===== src/rtl/pgperm_pkg.sv =====
// Shared encodings for the page permission checker.
// Assumes requests use the 2-bit kind and size codes below.
package pgperm_pkg;
    typedef enum logic [1:0] {
        ACC_READ  = 2'd0,
        ACC_WRITE = 2'd1,
        ACC_FETCH = 2'd2,
        ACC_RSVD  = 2'd3
    } acc_kind_e;

    typedef enum logic [1:0] {
        SZ_BYTE = 2'd0,
        SZ_HALF = 2'd1,
        SZ_WORD = 2'd2,
        SZ_RSVD = 2'd3
    } acc_size_e;

    typedef enum logic [1:0] {
        ST_IDLE   = 2'd0,
        ST_DECIDE = 2'd1,
        ST_MREQ   = 2'd2,
        ST_MWAIT  = 2'd3
    } chk_state_e;

    localparam int PTE_W       = 8;
    localparam int PERM_W      = 3;
    localparam int PERM_RD_BIT = 0;
    localparam int PERM_WR_BIT = 1;
    localparam int PERM_EX_BIT = 2;
endpackage


===== src/rtl/pgperm_entry_cache.sv =====
// Direct-mapped cache of permission bits, one slot per low page-number value.
// Assumes a fill and a lookup refer to the same request; invalidation wins
// over a fill on the same edge.
module pgperm_entry_cache
    import pgperm_pkg::*;
#(
    parameter int PIDX_W = 24,
    parameter int SLOTS  = 8
) (
    input  logic              clk,
    input  logic              rst_n,
    input  logic              inv,
    input  logic [PIDX_W-1:0] lookup_idx,
    output logic              hit,
    output logic [PERM_W-1:0] hit_perm,
    input  logic              fill_en,
    input  logic [PIDX_W-1:0] fill_idx,
    input  logic [PERM_W-1:0] fill_perm
);
    localparam int SLOT_W = $clog2(SLOTS);
    localparam int TAG_W  = PIDX_W - SLOT_W;

    logic [SLOTS-1:0]  slot_vld;
    logic [TAG_W-1:0]  slot_tag  [SLOTS];
    logic [PERM_W-1:0] slot_perm [SLOTS];

    logic [SLOT_W-1:0] lk_slot;
    logic [SLOT_W-1:0] fl_slot;
    assign lk_slot = lookup_idx[SLOT_W-1:0];
    assign fl_slot = fill_idx[SLOT_W-1:0];

    for (genvar s = 0; s < SLOTS; s++) begin : g_slot
        logic              v_q;
        logic [TAG_W-1:0]  t_q;
        logic [PERM_W-1:0] p_q;

        // Slot storage: cleared on reset or invalidate, loaded on a fill.
        always_ff @(posedge clk) begin
            if (!rst_n || inv) begin
                v_q <= 1'b0;
                t_q <= '0;
                p_q <= '0;
            end else if (fill_en && fl_slot == SLOT_W'(s)) begin
                v_q <= 1'b1;
                t_q <= fill_idx[PIDX_W-1:SLOT_W];
                p_q <= fill_perm;
            end
        end

        assign slot_vld[s]  = v_q;
        assign slot_tag[s]  = t_q;
        assign slot_perm[s] = p_q;
    end

    // Lookup: valid slot with a matching tag.
    assign hit      = slot_vld[lk_slot] && (slot_tag[lk_slot] == lookup_idx[PIDX_W-1:SLOT_W]);
    assign hit_perm = slot_perm[lk_slot];

    AST_INV_CLEARS: assert property (@(posedge clk) disable iff (!rst_n)
        $past(inv) |-> !hit);
    AST_FILL_HITS: assert property (@(posedge clk) disable iff (!rst_n)
        ($past(fill_en) && !$past(inv) && lookup_idx == $past(fill_idx)) |-> hit);
endmodule


===== config.mk =====
export PLATFORM = sky130hd
export DESIGN_NAME = pgperm_entry_cache
export DESIGN_NICKNAME = d
export VERILOG_FILES = /design/src/rtl/pgperm_pkg.sv /design/src/rtl/pgperm_entry_cache.sv
export SDC_FILE = /design/constraint.sdc
export NUM_CORES = 1
export LEC_CHECK = 0
export BUFFER_PORTS_ARGS = -buffer_cell sky130_fd_sc_hd__buf_2
export CORE_MARGIN = 4
export CORE_UTILIZATION = 30
export CTS_CLUSTER_DIAMETER = 200
export DETAILED_ROUTE_END_ITERATION = 8
export GPL_TIMING_DRIVEN = 0
export PLACE_DENSITY = 0.5
export SYNTH_ARGS = -nofsm -noshare
export SYNTH_HDL_FRONTEND = slang
export SYNTH_SLANG_ARGS = --single-unit
export TNS_END_PERCENT = 50

===== constraint.sdc =====
create_clock -name clk -period 3.92 [get_ports clk]
set_clock_uncertainty 0.05 [all_clocks]
set_input_delay 1.176 -clock clk [delete_from_list [all_inputs] [get_ports clk]]
set_output_delay 1.176 -clock clk [all_outputs]
set_load 0.1 [all_outputs]

Word level (Yosys, flattened, before mapping)
Cells that the tools add are included.

cells by class
  eq/ne operators = 8
  reduce and logical (&&, ||, !) cells = 12
  mux-type cells = 8
  $lt $le $gt $ge = 2
  bitwise logic cells = 1

operators by type and width
  operator                                                               number
  21-bit binary-select mux with 3-bit select                             1
  21-bit two-way mux                                                     2
  21-bit == test                                                         1
  3-bit == test (second input constant)                                  4
  3-bit binary-select mux with 3-bit select                              1
  1-bit logical AND                                                      9
  3-bit by 2-bit == test with 1-bit output (second input constant)       2
  3-bit two-way mux                                                      2
  4-bit >= comparator (second input constant)                            1
  3-bit by 4-bit < comparator with 1-bit output (second input constant)  1
  3-bit inverter with 4-bit output                                       1
  1-bit binary-select mux with 3-bit select                              1
  3-bit by 1-bit == test with 1-bit output (second input constant)       1
  3-bit zero test                                                        1
  1-bit zero test                                                        1
  1-bit logical OR                                                       1
  1-bit two-way mux                                                      1

word-level totals
  flip-flop bits (word level) = 200
  logic and storage cells = 55
  bits of input ports = 55
  output and inout bits = 4

Logic depth before layout (Yosys ltp)
  depth after elaboration = 6
  depth in mapped cells = 10
  mapped depth without buffers = 6

Worst setup path before layout
No wires, ideal clock.

  kind = input to output
  start = input port lookup_idx[1]
  end = output port hit
  cell stages on the path = 9
  arrival time = 4,245 ps
  required time = 2,694 ps
  setup slack = -1,551 ps
  path buffers = 4
  path through = buf_6 -> buf_8 -> buf_2 -> buf_4 -> nor2_1 -> a221oi_1 -> xnor2_1 -> nand4_1 -> nor4_2

on the way
  longest elaborated chain between the ends = 6

RTL lines
  what                                                    RTL line                  RTL
  start: declaration                                      pgperm_entry_cache.sv:13  input logic [PIDX_W-1:0] lookup_idx,
  3-bit inverter with 4-bit output (not written as such)  pgperm_entry_cache.sv:56  assign hit = slot_vld[lk_slot] && (slot_tag[lk_slot] == lookup_idx[PIDX_W-1:SLOT_W]);
  21-bit binary-select mux with 3-bit select              pgperm_entry_cache.sv:56
  21-bit two-way mux (not written as such) (2 in series)  pgperm_entry_cache.sv:56
  21-bit == test                                          pgperm_entry_cache.sv:56
  1-bit logical AND (*)                                   pgperm_entry_cache.sv:56
  end: declaration                                        pgperm_entry_cache.sv:14  output logic hit,

Every way passes the cells marked *; elsewhere a longest branch is shown, timed or not. The select of a mux whose other input is x is not followed.

Final worst setup path
  start = input port lookup_idx[2]
  end = output port hit

Same word-level chain as after synthesis.

==> flow_metrics.py <==
metrics = {
    "detailed_routing": {
        "wirelength_um": 32600,
        "drt_iter0_markers": 662,
        "via_per_inst": 5.16,
        "ant_nets": 0,
        "post_drt_wl_per_cell_um": 21.5,
        "drc_errors": 0,
        "firstDrtPassIters": 7,
        "vias": 7806,
    },
    "sta": {
        "finalMaxSlewViolations": 0,
        "hold_violations": 0,
        "worst_slew_pin_slew_ps": 1230,
        "period_needed_ps": 4570,
        "slew-limit-headroom_pct": 17.4,
        "setup_viol": 4,
        "fin_crit_sh_pct": 117,
        "fmax_ghz": 0.219,
        "setup_ws_ps": -651,
        "grt_setup_unrepaired": "true",
        "tns_ps": -937,
    },
    "synth": {
        "seq_area_frac_synth_pct": 45.6,
        "yosysUniqueCellTypes": 27,
        "synth_nets": 1105,
        "synthCells": 1050,
        "yosysWarnings": 0,
        "syn_area_mm2": 0.00878,
        "ys_ff_latch": 200,
        "postSynthAreaPerCell_um2": 8.36,
    },
    "power": {
        "worst_ir_drop_vdd_v": 0.000286,
        "leakagePower_nw": 3.53,
        "pwr_density_cell_mw_per_mm2": 404,
    },
    "layout": {
        "diodes": 0,
        "fin_util_pct": 36.7,
        "drive_above_1_share_pct": 15.3,
        "syn2layout_area_growth_pct": 20.4,
        "fin_nets": 1172,
    },
    "clock_tree": {
        "clock-sinks": 200,
        "cts.htree.levels": 4,
        "clockRootBuffer": "clkbuf_16",
        "clk_transition_reported_paths_ps": 70,
        "cts_tree": "built",
        "cts_buffers": 17,
        "holdBufCountCts": 0,
        "cts_buffer_depth": 2,
        "clock_latency_ps": 440,
    },
    "worst_setup_path": {
        "ff2ff_path_depth": 2,
        "startpoint": "lookup_idx[2]",
        "crit_arrival_ps": 3350,
        "r2r_slack_ps": 3200,
        "end_kind": "output pin",
        "cp.required_ps": 2690,
        "rr_endpoint": "g_slot[7].t_q[19]$_SDFFE_PP0P_",
        "critPathMaxFanout": 10,
        "critPathKind": "input port to output pin",
        "r2r_start": "g_slot[7].t_q[19]$_SDFFE_PP0P_",
        "start_kind": "input port",
    },
    "placed_design": {
        "gp_congestion": 0.837,
        "port_buffers": 31,
        "detailed_place_hpwl_um": 21400,
    },
    "global_routing": {
        "grt_remaining_overflow": 0,
        "grt_antenna_before_repair": 0,
        "grt_pass1_vias": 7338,
        "grt_usage_pct": 20.4,
        "grt_pass1_wl_um": 47700,
        "grt_max_degree": 19,
    },
    "die": {
        "core_mm2": 0.0288,
        "dieHeight_um": 179,
        "dieArea_mm2": 0.0321,
        "die_width_um": 179,
        "ioPinCount": 59,
        "rows": 62,
        "start_util_pct": 30.5,
    },
    "min_path": {
        "hold_path_end": "g_slot[0].t_q[19]$_SDFFE_PP0P_",
        "hold_path_class": "flop to flop",
        "min_path_cells": 2,
        "worst_hold_startpoint": "g_slot[0].t_q[19]$_SDFFE_PP0P_",
    },
    "status": {
        "status": "finished with violations",
        "violations": "negative setup slack",
    },
    "flow_run": {
        "max_cap_viol_count": 0,
    },
}
## synth_stat cells
cell type | count | share of area [%]
a21oi_1 | 192 | 11
a221oi_1 | 6 | 0.60
buf_1 | 3 | 0.13
buf_2 | 6 | 0.34
buf_4 | 3 | 0.26
buf_6 | 4 | 0.51
buf_8 | 1 | 0.17
clkbuf_1 | 56 | 2.4
clkbuf_2 | 22 | 1.3
dfxtp_1 | 200 | 46
mux2_2 | 16 | 2.1
mux2i_1 | 30 | 3.4
mux4_1 | 12 | 3.6
mux4_2 | 24 | 6.2
nand2_1 | 393 | 17
nand2b_1 | 6 | 0.43
nand3_1 | 6 | 0.34
nand3b_1 | 2 | 0.17
nand4_1 | 4 | 0.29
nor2_1 | 26 | 1.1
nor2b_1 | 5 | 0.36
nor3_1 | 2 | 0.11
nor4_1 | 2 | 0.14
nor4_2 | 2 | 0.29
o22ai_1 | 6 | 0.43
xnor2_1 | 18 | 1.8
xor2_1 | 3 | 0.30
## logic make-up after synthesis
group	synth area share [%]
XOR/XNOR	2.10
flip-flops	45.6
multiplexers	15.2
AO/OA/AOI/OAI	12.0
buffers and inverters	5.06
AND/OR/NAND/NOR	20.0
## per-stage QoR
| stage | cell area, µm² | cells | hold WS, ps | worst slack (ps) | power [mW] |
|---|---|---|---|---|---|
| after floorplan | 8800 | 1050 | 382 | -886 | 2.31 |
| after global placement | 9440 | 1465 | 387 | -1490 | 2.46 |
| after detailed placement | 9440 | 1465 | 394 | -1510 | 2.46 |
| after CTS | 10500 | 1514 | 403 | -665 | 4.29 |
| after global routing | 10600 | 1514 | 420 | -708 | 4.38 |
| final | 10600 | 1514 | 399 | -651 | 4.27 |
## worst max-delay path, cell delays in order
cell,delay (ps)
buf_6,160
buf_12,160
buf_12,170
mux4_1,310
mux2i_2,210
xnor2_2,140
nor4_2,320
nand3_2,170
nor4_4,240
buf_6,270
## sequential cells by signal, summed over array words and instances, names as in the netlist
signal,count
g_slot.t_q,168
g_slot.p_q,24
g_slot.v_q,8
## final cells by class
type / instances / area, µm²
buffer: 95 / 613
clock buffer: 18 / 439
clock inverter: 14 / 139
fill: 2994 / 18200
multi-input combinational: 755 / 4450
sequential: 200 / 4000
tap: 384 / 480
timing repair buffer: 48 / 449
## power by group
part           leakage (nW)  internal [mW]  switching, mW
registers              1.61           2.05        0.00830
clock network         0.281          0.912          0.881
logic                  1.63          0.153          0.272
total                  3.53           3.11           1.16
## how the worst max path moves through the flow
stage	endpoint	depth (start not counted)
3_3_place_gp	hit	10
5_1_grt	hit	10
2_1_floorplan	hit	7
3_5_place_dp	hit	10
4_1_cts	hit	10
6_report	hit	10
## what timing repair did
item / CTS / global route
gates resized for setup: 72 / 7
cloned: 3 / 0
setup endpoints to repair: 4 / 4
buffers inserted: 14 / 0
pin swaps: 8 / 0
## layout by cell type (no fill, tap or decap), types with 4 or more instances in the layout
cell	synthesis	final
a21oi_1	192	192
a221oi_1	6	4
buf_12	0	17
buf_2	6	25
buf_4	3	12
clkbuf_1	56	56
clkbuf_16	0	17
clkbuf_2	22	22
clkinv_4	0	4
dfxtp_1	200	200
mux2_2	16	14
mux2i_1	30	25
mux4_1	12	12
mux4_2	24	24
nand2_1	393	392
nand2b_1	6	6
nand3_1	6	5
nand4_1	4	4
nor2_1	26	26
nor2b_1	5	5
o22ai_1	6	6
xnor2_1	18	15
## metal layers
layer  GRT usage [%]  up-vias  wire length, µm
met4            5.37        0              687
met5               0        -                0
met2            32.5      302            15000
met3            3.44       43             2130
met1            28.8     3803            14800
li1                -     3658                -
Note: power is estimated with default switching activity, not from simulation.
